## src/rtl/can_filt_pkg.sv

```systemverilog
package can_filt_pkg;
  localparam int unsigned N_FILT        = 4;
  localparam int unsigned N_MASK_FILT   = 3;
  localparam int unsigned ADDR_CTRL     = 0;
  localparam int unsigned ADDR_ENA      = 1;
  localparam int unsigned ADDR_CFG_BASE = 2;
  localparam int unsigned ADDR_STATUS   = 10;

  typedef enum logic [1:0] {
    FT_CLS_BASE = 2'd0,
    FT_CLS_EXT  = 2'd1,
    FT_FD_BASE  = 2'd2,
    FT_FD_EXT   = 2'd3
  } frame_type_e;

  // slot 0: mask / low threshold, slot 1: value / high threshold
  function automatic int unsigned cfg_addr(int unsigned filt, int unsigned slot);
    return ADDR_CFG_BASE + 2 * filt + slot;
  endfunction
endpackage

```

## src/rtl/can_filt_regs.sv

```systemverilog
module can_filt_regs
  import can_filt_pkg::*;
#(
  parameter int unsigned ID_W         = 29,
  parameter int unsigned ADDR_W       = 4,
  parameter logic [3:0]  PRESENT_MASK = 4'hF
) (
  input  logic                              clk_i,
  input  logic                              rst_ni,
  input  logic                              we_i,
  input  logic [ADDR_W-1:0]                 addr_i,
  input  logic [ID_W-1:0]                   wdata_i,
  output logic [ID_W-1:0]                   rdata_o,
  output logic                              filt_en_o,
  output logic [N_FILT-1:0][3:0]            type_ena_o,
  output logic [N_FILT-1:0][ID_W-1:0]       cfg0_o,
  output logic [N_FILT-1:0][ID_W-1:0]       cfg1_o
);
  logic en_q;

  always_ff @(posedge clk_i or negedge rst_ni) begin
    if (!rst_ni) en_q <= 1'b0;
    else if (we_i && addr_i == ADDR_W'(ADDR_CTRL)) en_q <= wdata_i[0];
  end
  assign filt_en_o = en_q;

  for (genvar g = 0; g < N_FILT; g++) begin : g_filt
    if (PRESENT_MASK[g]) begin : g_on
      localparam logic [3:0] ENA_RST = (g == 0) ? 4'hF : 4'h0;
      logic [3:0]      ena_q;
      logic [ID_W-1:0] c0_q, c1_q;
      always_ff @(posedge clk_i or negedge rst_ni) begin
        if (!rst_ni) begin
          ena_q <= ENA_RST;
          c0_q  <= '0;
          c1_q  <= '0;
        end else if (we_i) begin
          if (addr_i == ADDR_W'(ADDR_ENA))       ena_q <= wdata_i[4*g +: 4];
          if (addr_i == ADDR_W'(cfg_addr(g, 0))) c0_q  <= wdata_i;
          if (addr_i == ADDR_W'(cfg_addr(g, 1))) c1_q  <= wdata_i;
        end
      end
      assign type_ena_o[g] = ena_q;
      assign cfg0_o[g]     = c0_q;
      assign cfg1_o[g]     = c1_q;
    end else begin : g_off
      assign type_ena_o[g] = '0;
      assign cfg0_o[g]     = '0;
      assign cfg1_o[g]     = '0;
    end
  end

  always_comb begin
    rdata_o = '0;
    if (addr_i == ADDR_W'(ADDR_CTRL))   rdata_o[0]    = en_q;
    if (addr_i == ADDR_W'(ADDR_ENA))    rdata_o[15:0] = type_ena_o;
    if (addr_i == ADDR_W'(ADDR_STATUS)) rdata_o[3:0]  = PRESENT_MASK;
    for (int unsigned i = 0; i < N_FILT; i++) begin
      if (addr_i == ADDR_W'(cfg_addr(i, 0))) rdata_o = cfg0_o[i];
      if (addr_i == ADDR_W'(cfg_addr(i, 1))) rdata_o = cfg1_o[i];
    end
  end
endmodule

```

## src/rtl/can_filt_mask_match.sv

```systemverilog
module can_filt_mask_match #(
  parameter int unsigned ID_W = 29
) (
  input  logic [ID_W-1:0] id_i,
  input  logic [ID_W-1:0] mask_i,
  input  logic [ID_W-1:0] val_i,
  output logic            hit_o
);
  assign hit_o = ((id_i ^ val_i) & mask_i) == '0;
endmodule

```

## src/rtl/can_filt_range_match.sv

```systemverilog
module can_filt_range_match #(
  parameter int unsigned ID_W = 29
) (
  input  logic [ID_W-1:0] id_i,
  input  logic [ID_W-1:0] low_i,
  input  logic [ID_W-1:0] high_i,
  output logic            hit_o
);
  assign hit_o = (id_i >= low_i) && (id_i <= high_i);
endmodule

```

## src/rtl/can_id_filter_bank.sv

```systemverilog
module can_id_filter_bank
  import can_filt_pkg::*;
#(
  parameter int unsigned ID_W         = 29,
  parameter int unsigned EXT_W        = 18,
  parameter int unsigned ADDR_W       = 4,
  parameter logic [3:0]  PRESENT_MASK = 4'hF
) (
  input  logic              clk_i,
  input  logic              rst_ni,
  input  logic              reg_we_i,
  input  logic [ADDR_W-1:0] reg_addr_i,
  input  logic [ID_W-1:0]   reg_wdata_i,
  output logic [ID_W-1:0]   reg_rdata_o,
  input  logic              frm_valid_i,
  input  logic [ID_W-1:0]   frm_id_i,
  input  logic              frm_ext_i,
  input  logic              frm_fd_i,
  output logic              accept_o,
  output logic              accept_vld_o
);
  logic                        filt_en;
  logic [N_FILT-1:0][3:0]      type_ena;
  logic [N_FILT-1:0][ID_W-1:0] cfg0, cfg1;
  logic [ID_W-1:0]             eff_id;
  frame_type_e                 ftype;
  logic [N_FILT-1:0]           raw_hit, hit;
  logic                        accept_d, accept_q, vld_q;

  can_filt_regs #(
    .ID_W(ID_W), .ADDR_W(ADDR_W), .PRESENT_MASK(PRESENT_MASK)
  ) regs_i (
    .clk_i(clk_i), .rst_ni(rst_ni), .we_i(reg_we_i), .addr_i(reg_addr_i),
    .wdata_i(reg_wdata_i), .rdata_o(reg_rdata_o), .filt_en_o(filt_en),
    .type_ena_o(type_ena), .cfg0_o(cfg0), .cfg1_o(cfg1)
  );

  // base-format frames compare with a zero extension
  assign eff_id = frm_ext_i ? frm_id_i : {frm_id_i[ID_W-1:EXT_W], {EXT_W{1'b0}}};
  assign ftype  = frame_type_e'({frm_fd_i, frm_ext_i});

  for (genvar g = 0; g < N_FILT; g++) begin : g_match
    if (g < N_MASK_FILT) begin : g_mask
      can_filt_mask_match #(.ID_W(ID_W)) mm_i (
        .id_i(eff_id), .mask_i(cfg0[g]), .val_i(cfg1[g]), .hit_o(raw_hit[g])
      );
    end else begin : g_range
      can_filt_range_match #(.ID_W(ID_W)) rm_i (
        .id_i(eff_id), .low_i(cfg0[g]), .high_i(cfg1[g]), .hit_o(raw_hit[g])
      );
    end
    assign hit[g] = PRESENT_MASK[g] & raw_hit[g] & type_ena[g][ftype];
  end

  assign accept_d = !(filt_en && (|PRESENT_MASK)) || (|hit);

  always_ff @(posedge clk_i or negedge rst_ni) begin
    if (!rst_ni) begin
      accept_q <= 1'b0;
      vld_q    <= 1'b0;
    end else begin
      vld_q <= frm_valid_i;
      if (frm_valid_i) accept_q <= accept_d;
    end
  end

  assign accept_o     = accept_q;
  assign accept_vld_o = vld_q;
endmodule


```

## config.mk

```make
export PLATFORM = sky130hd
export DESIGN_NAME = can_id_filter_bank
export DESIGN_NICKNAME = d
export VERILOG_FILES = /design/src/rtl/can_filt_pkg.sv /design/src/rtl/can_filt_regs.sv /design/src/rtl/can_filt_mask_match.sv /design/src/rtl/can_filt_range_match.sv /design/src/rtl/can_id_filter_bank.sv
export SDC_FILE = /design/constraint.sdc
export NUM_CORES = 1
export LEC_CHECK = 0
export BUFFER_PORTS_ARGS = -buffer_cell sky130_fd_sc_hd__buf_4
export CAP_MARGIN = 10
export CORE_UTILIZATION = 55
export DETAILED_ROUTE_END_ITERATION = 8
export PLACE_DENSITY = 0.74
export SYNTH_ARGS = -nofsm -noshare
export SYNTH_HDL_FRONTEND = slang
export SYNTH_SLANG_ARGS = --single-unit
export TNS_END_PERCENT = 10
```

## constraint.sdc

```tcl
create_clock -name clk_i -period 2.6 [get_ports clk_i]
set_input_delay 0.13 -clock clk_i [delete_from_list [all_inputs] [get_ports clk_i]]
set_output_delay 0.13 -clock clk_i [all_outputs]
set_load 0.005 [all_outputs]
```

# Yosys cells after proc, flatten, opt, wreduce, memory -nomap -nowiden

Index checks and enable logic that the tools add are counted.

Flip-flop bits (word level): 251
Output and inout bits: 31
Logic and storage cells: 76
Input bits: 68

Equal/unequal tests: 10
Multiplexer cells: 20
$lt $le $gt $ge: 3
Reduce and logical (&&, ||, !) cells: 18
Bitwise logic cells: 10

Operators by type and width:

| operator                                                                     | number |
|---|---|
| 29-bit 2-to-1 mux                                                            | 8 |
| 29-bit AND                                                                   | 3 |
| 29-bit zero test                                                             | 3 |
| 29-bit XOR                                                                   | 3 |
| 29-bit greater-or-equal comparator                                           | 1 |
| 29-bit <= comparator                                                         | 1 |
| 18-bit 2-to-1 mux                                                            | 1 |
| 2-bit AND reduction                                                          | 9 |
| 4-bit by 3-bit equality test with 1-bit output, second input constant        | 4 |
| 16-bit 2-to-1 mux                                                            | 1 |
| 4-bit equality test, second input constant                                   | 3 |
| 1-bit binary-select mux with 2-bit select                                    | 4 |
| 4-bit by 2-bit equality test with 1-bit output, second input constant        | 2 |
| 1-bit 2-to-1 mux                                                             | 5 |
| 1-bit AND                                                                    | 4 |
| 4-bit by 1-bit equality test with 1-bit output, second input constant        | 1 |
| 4-bit zero test                                                              | 1 |
| 4-bit 2-to-1 mux                                                             | 1 |
| 4-bit OR reduction                                                           | 1 |
| 2-bit by 3-bit less-than comparator with 1-bit output, second input constant | 1 |
| 1-bit logical AND                                                            | 2 |
| 1-bit zero test                                                              | 1 |
| 1-bit logical OR                                                             | 1 |

# Depth between registers and ports, before layout

Depth after elaboration: 12
Mapped depth: 12
Depth with buffers taken out: 10

# By module

Synthesis repeated with hierarchy kept, for this count alone.

Cells, all modules: 1287
Area, all modules: 14560.2 µm²

By module, submodules not included:

| module               | cells each | times used | area an instance (µm²) |
|---|---|---|---|
| can_filt_regs        | 905        | 1          | 11512.3 |
| can_filt_range_match | 204        | 1          | 1505.2 |
| can_filt_mask_match  | 47         | 3          | 402.9 |
| can_id_filter_bank   | 37         | 1          | 334.1 |

# Least setup slack after synthesis

Ideal clock, no wire load.

Kind: input to register
Start point: input frm_ext_i
End point: register accept_q (netlist: accept_o)
Arrival time: 2.423 ns
Stages: 12
Data required time: 2.534 ns
Slack: 0.111 ns
Cells stage by stage: buf_6 > buf_2 > nand2_1 > inv_1 > ha_1 > and4b_1 > or4_1 > maj3_2 > a21oi_2 > o211ai_1 > o22ai_1 > a41o_1

Cells in the longest elaborated chain, start to end: 7
Elaborated cells between the ends (all ways): 27

RTL lines:

| what                                                                                       | RTL line                 | RTL |
|---|---|---|
| from (decl)                                                                                | can_id_filter_bank.sv:17 | `input logic frm_ext_i,` |
| parallel branches: the longest is 5 deep, another holds 29-bit greater-or-equal comparator | --                       |  |
| 4-bit OR reduction (*)                                                                     | can_id_filter_bank.sv:55 | `assign accept_d = !(filt_en && (\|PRESENT_MASK)) \|\| (\|hit);` |
| 1-bit logical OR (*)                                                                       | can_id_filter_bank.sv:55 |  |
| to (signal assigned)                                                                       | can_id_filter_bank.sv:63 | `if (frm_valid_i) accept_q <= accept_d;` |
| to (decl)                                                                                  | can_id_filter_bank.sv:28 | `logic accept_d, accept_q, vld_q;` |

Mark *: on every way between the ends. The select of a mux whose other input is x is not followed.
A chain may end at the register's enable or synchronous reset.

# Worst setup path after layout

Start point: register regs_i.g_filt[3].g_on.c1_q[26]
End point: register accept_q (netlist: accept_o)

Cells in the longest elaborated chain, start to end: 5

RTL lines:

| what                   | RTL line                  | RTL |
|---|---|---|
| from (decl)            | can_filt_regs.sv:31       | `logic [ID_W-1:0] c0_q, c1_q;` |
| from (signal assigned) | can_filt_regs.sv:40       | `if (addr_i == ADDR_W'(cfg_addr(g, 1))) c1_q <= wdata_i;` |
| 29-bit <= comparator   | can_filt_range_match.sv:9 | `assign hit_o = (id_i >= low_i) && (id_i <= high_i);` |
| 1-bit logical AND      | can_filt_range_match.sv:9 |  |
| 1-bit AND              | can_id_filter_bank.sv:52  | `assign hit[g] = PRESENT_MASK[g] & raw_hit[g] & type_ena[g][ftype];` |
| 4-bit OR reduction     | can_id_filter_bank.sv:55  |  |
| 1-bit logical OR       | can_id_filter_bank.sv:55  |  |

Every way passes these cells.

==> flow_summary.rst <==
.. list-table::
   :header-rows: 1

   * - Metric
     - Value
   * - Status
     - completed
   * - Setup slack of the critical path after layout
     - between 0.08 and 0.09 ns
   * - Largest net degree at the start of global routing
     - between 80 and 90
   * - Final routed wire length divided by cell count
     - about 26 um
   * - Number of iterations in the first detailed-routing pass
     - 9
   * - Aggregate global routing overflow
     - 0
   * - Number of cells in the finished layout apart from fillers
     - 1709
   * - Area delta synth->final
     - 19.8%
   * - Final setup vio count
     - 0
   * - Number of antenna violations at the first check in global routing
     - 0
   * - Via count of the first global-routing pass
     - approximately 11000
   * - Vias after detailed routing
     - roughly 11000
   * - CTS clock-pin slew for the worst setup and hold paths
     - 0.06 ns
   * - TritonCTS clock tree
     - yes
   * - WP buf/inv
     - 2
   * - Clock insertion delay at the later pin of the skew report
     - roughly 0.54 ns
   * - Commonest non-fill, non-tap cell in the layout
     - sky130_fd_sc_hd__mux2_2
   * - Crit path depth
     - 10
   * - Boundary pin count
     - 99
   * - Wire length reported by the detailed router
     - ~45000 um
   * - Site row count
     - 57
   * - Portion of the post-synthesis area used by sequential elements
     - roughly 45%
   * - WS Path Type
     - flip-flop to flip-flop
   * - Layout Skew
     - between 0.009 and 0.01 ns
   * - Setup crit end kind
     - flip-flop
   * - Final Max Tran Viols
     - 0
   * - Arithmetic-cell share of the synthesized area counting full adders, half adders and majority gates
     - under 10%
   * - Worst Path Max Fanout
     - 3
   * - IR Drop Worst-Case VDD
     - 0.536 mV
   * - Post-synthesis async set-or-reset flop share
     - 100%
   * - Post-route fraction of the period consumed by the critical path
     - between 90 and 100%
   * - Mean instance size in the synthesized netlist
     - 11.5 sq um
   * - Worst hold margin
     - 0.0234 ns
   * - Hold-critical path depth
     - 3
   * - Cell count after synthesis
     - approximately 1200
   * - Crit path max-delay cell type
     - sky130_fd_sc_hd__or4_1
   * - Number of buffers on the longest clock path
     - 3
   * - Worst reg2reg path depth
     - 10
   * - Post-synthesis share of cell area spent on xor and xnor gates
     - 5.69%
   * - Final Power
     - about 0.013 W
   * - Number of port buffers
     - just under 100
   * - Net count of the finished layout
     - about 1500
   * - Cells traversed along the worst timing path
     - inv_1 -> ha_1 -> nand4_1 -> nor3_1 -> buf_4 -> nand3_1 -> or4_1 -> o211ai_1 -> o22ai_1 -> a41o_1
   * - Horizontal extent of the die
     - 161 um
   * - Number of enable-type register cells in the synthesized netlist
     - 0
   * - Simple logic cell fraction of the synthesized area
     - approximately 6%
   * - Number of warnings printed during yosys synthesis
     - 0
   * - Worst rel slew slack
     - between 40% and 50%
   * - Post-synthesis compound-gate area fraction
     - between 10% and 20%
   * - Max-cap violations
     - 0
   * - Post-synth top flop
     - sky130_fd_sc_hd__dfrtp_1
   * - DPL Wire Length
     - 31300 um
   * - Routed vias/inst
     - ~6.6
   * - Pre-CTS setup slack
     - -0.00184 ns
   * - Arrival time at the worst endpoint
     - approximately 3.0 ns
   * - Worst-margin pin slew
     - 0.776 ns
   * - Initial standard-cell utilization of the core
     - between 50% and 60%
   * - Total of flip-flops plus latches after synthesis
     - ~250
   * - Number of nets produced by synthesis
     - 1319
   * - Number of routed nets with antenna violations
     - 0
   * - Gr usage total
     - between 30% and 40%
   * - Power per cell area
     - 775 mW/mm^2
   * - Crit start category
     - flip-flop
   * - Data required time at the worst endpoint
     - 3.04 ns
   * - Post-synth cell types
     - 59
   * - Fin. Hold Viols
     - 0
   * - Final RePlAce weighted congestion
     - around 1
   * - Worst hold path type
     - input port to flip-flop
   * - Unrepaired setup endpoints after global routing
     - no
   * - Global-route wire length before repair
     - between 60000 and 70000 um
   * - Die Outline Area
     - about 0.026 sq mm
   * - F_max
     - roughly 0.40 GHz
   * - CTS buffer count
     - 28
   * - Reported leakage power
     - 7.61 nW
   * - Fin Setup TNS
     - 0 ns
   * - Largest delay share family, worst path
     - simple AND/OR/NAND/NOR gates
   * - Inserted Diodes
     - 0
   * - Mux contribution to synthesized area
     - 21.8%
   * - Slowest cell delay on critical path
     - ~0.57 ns
   * - DRC violation count after routing
     - 0
   * - Clock Root Buffer
     - sky130_fd_sc_hd__clkbuf_16
   * - Chip Height
     - approximately 160 um
   * - Mapped cell area
     - around 0.014 sq mm
   * - Dominant combinational cell family by area after synthesis
     - multiplexers
   * - Fraction of layout cells with a size suffix above 1
     - 34.7%
   * - Commonest cells after routing, fill and taps aside
     - sky130_fd_sc_hd__mux2_2 (254), sky130_fd_sc_hd__dfrtp_1 (247), sky130_fd_sc_hd__buf_4 (160)
   * - DR iter-0 viols
     - about 1400
   * - Core box area
     - around 0.025 sq mm
   * - Post-layout min period
     - 2.52 ns
   * - H-tree Lvls
     - 1
   * - Cell Count Post-Placement
     - 1629
   * - Sinks on Clock Net
     - around 250
## final timing paths
path	start	end	slack, ns
min	reg_we_i	regs_i.filt_en_o	0.02
min in group asynchronous	rst_ni	regs_i.g_filt[1].g_on.ena_q[3]	0.19
max reg2reg	regs_i.g_filt[3].g_on.c1_q[26]	accept_o	0.08
min reg2reg	regs_i.g_filt[3].g_on.c1_q[22]	regs_i.g_filt[3].g_on.c1_q[22]	0.51
max in group asynchronous	rst_ni	regs_i.g_filt[1].g_on.c1_q[16]	1.58
max	regs_i.g_filt[3].g_on.c1_q[26]	accept_o	0.08
## power by group
group	internal (W)	switching [W]	leakage (nW)	total [W]
Sequential	0.00483	0.000913	3.07	0.00575
Clock	0.00227	0.00158	0.435	0.00386
Combinational	0.00172	0.00155	4.10	0.00326
Total	0.00882	0.00404	7.61	0.0129
## layer usage
metal  part of all wire (%)  vias up  track usage (%)
met4                    4.2        0             12.9
met1                     41     5599             50.7
li1                       -     4771                -
met5                      0        -                0
met3                     12      145             8.70
met2                     43      745             51.9
## per-stage QoR
stage / util (%) / cell area, sq um
floorplan: - / 13900
global placement: 62.8 / 15400
detailed placement: 62.8 / 15400
CTS: 67.6 / 16600
global route: 67.7 / 16600
finish: 67.7 / 16600
## timing repair
action | in CTS | in global routing
setup buffers | 0 | 0
hold endpoints to repair | 331 | 0
resized for setup | 0 | 1
setup endpoints to repair | 0 | 1
hold buffers | 31 | 0
## cells in the mapped netlist (2+ instances only)
master / count / area share (%)
sky130_fd_sc_hd__nand2b_1: 2 / 0.090
sky130_fd_sc_hd__dfstp_2: 4 / 0.76
sky130_fd_sc_hd__xor2_1: 35 / 2.2
sky130_fd_sc_hd__a22oi_1: 63 / 3.4
sky130_fd_sc_hd__maj3_1: 2 / 0.14
sky130_fd_sc_hd__mux2i_1: 7 / 0.51
sky130_fd_sc_hd__ha_1: 50 / 4.5
sky130_fd_sc_hd__nor3b_1: 2 / 0.11
sky130_fd_sc_hd__buf_2: 22 / 0.79
sky130_fd_sc_hd__nand4_1: 20 / 0.90
sky130_fd_sc_hd__and3b_1: 4 / 0.25
sky130_fd_sc_hd__and4b_1: 3 / 0.22
sky130_fd_sc_hd__and3_1: 2 / 0.090
sky130_fd_sc_hd__mux2_2: 254 / 21
sky130_fd_sc_hd__and2_1: 5 / 0.23
sky130_fd_sc_hd__o311ai_0: 2 / 0.13
sky130_fd_sc_hd__maj3_2: 2 / 0.16
sky130_fd_sc_hd__a21o_1: 6 / 0.32
sky130_fd_sc_hd__xnor2_1: 55 / 3.5
sky130_fd_sc_hd__nor3_1: 3 / 0.11
sky130_fd_sc_hd__a211oi_1: 22 / 1.2
sky130_fd_sc_hd__a31oi_1: 9 / 0.41
sky130_fd_sc_hd__buf_1: 5 / 0.14
sky130_fd_sc_hd__nand2_1: 68 / 1.8
sky130_fd_sc_hd__and4_1: 3 / 0.19
sky130_fd_sc_hd__o211ai_1: 3 / 0.16
sky130_fd_sc_hd__nor4_1: 4 / 0.18
sky130_fd_sc_hd__a21boi_0: 6 / 0.32
sky130_fd_sc_hd__inv_1: 70 / 1.9
sky130_fd_sc_hd__o22ai_1: 10 / 0.45
sky130_fd_sc_hd__a22o_1: 12 / 0.76
sky130_fd_sc_hd__clkbuf_1: 37 / 1.0
sky130_fd_sc_hd__a222oi_1: 22 / 1.6
sky130_fd_sc_hd__nor2_1: 32 / 0.87
sky130_fd_sc_hd__dfrtp_1: 247 / 45
sky130_fd_sc_hd__a221oi_1: 11 / 0.70
sky130_fd_sc_hd__or4_1: 2 / 0.11
sky130_fd_sc_hd__mux4_2: 4 / 0.65
sky130_fd_sc_hd__o21ai_0: 26 / 0.94
sky130_fd_sc_hd__a21oi_1: 31 / 1.1
sky130_fd_sc_hd__nor2b_1: 3 / 0.14
sky130_fd_sc_hd__nand3_1: 14 / 0.51
## cell families (layout without fill, tap and decap cells)
| group | Yosys count | in the layout |
|---|---|---|
| AO/OA/AOI/OAI | 234 | 234 |
| XOR/XNOR | 90 | 90 |
| adder cells (fa/ha/maj) | 54 | 54 |
| buffers and inverters | 135 | 319 |
| flip-flops | 251 | 251 |
| multiplexers | 265 | 265 |
| AND/OR/NAND/NOR | 172 | 172 |
## tightest hold or removal path, delay by kind of cell
family                 cells  cell delay [ns]
multiplexers               1             0.15
buffers and inverters      1             0.17
AND/OR/NAND/NOR            1             0.09
## registers in the layout (all words and copies together) (netlist names)
name / flops
accept_o: 1
regs_i.g_filt.g_on.ena_q: 16
regs_i.g_filt.g_on.c1_q: 116
regs_i.g_filt.g_on.c0_q: 116
regs_i.filt_en_o: 1
accept_vld_o: 1
## final cells by class
cell class,instances,area [sq um]
Clock buffer,44,832
Sequential cell,251,6290
Tap cell,324,405
Multi-Input combinational cell,815,7080
Clock inverter,5,50.0
Inverter,70,263
Timing Repair Buffer,200,1690
Fill cell,1908,7930
Note: power is estimated with default switching activity, not from simulation.
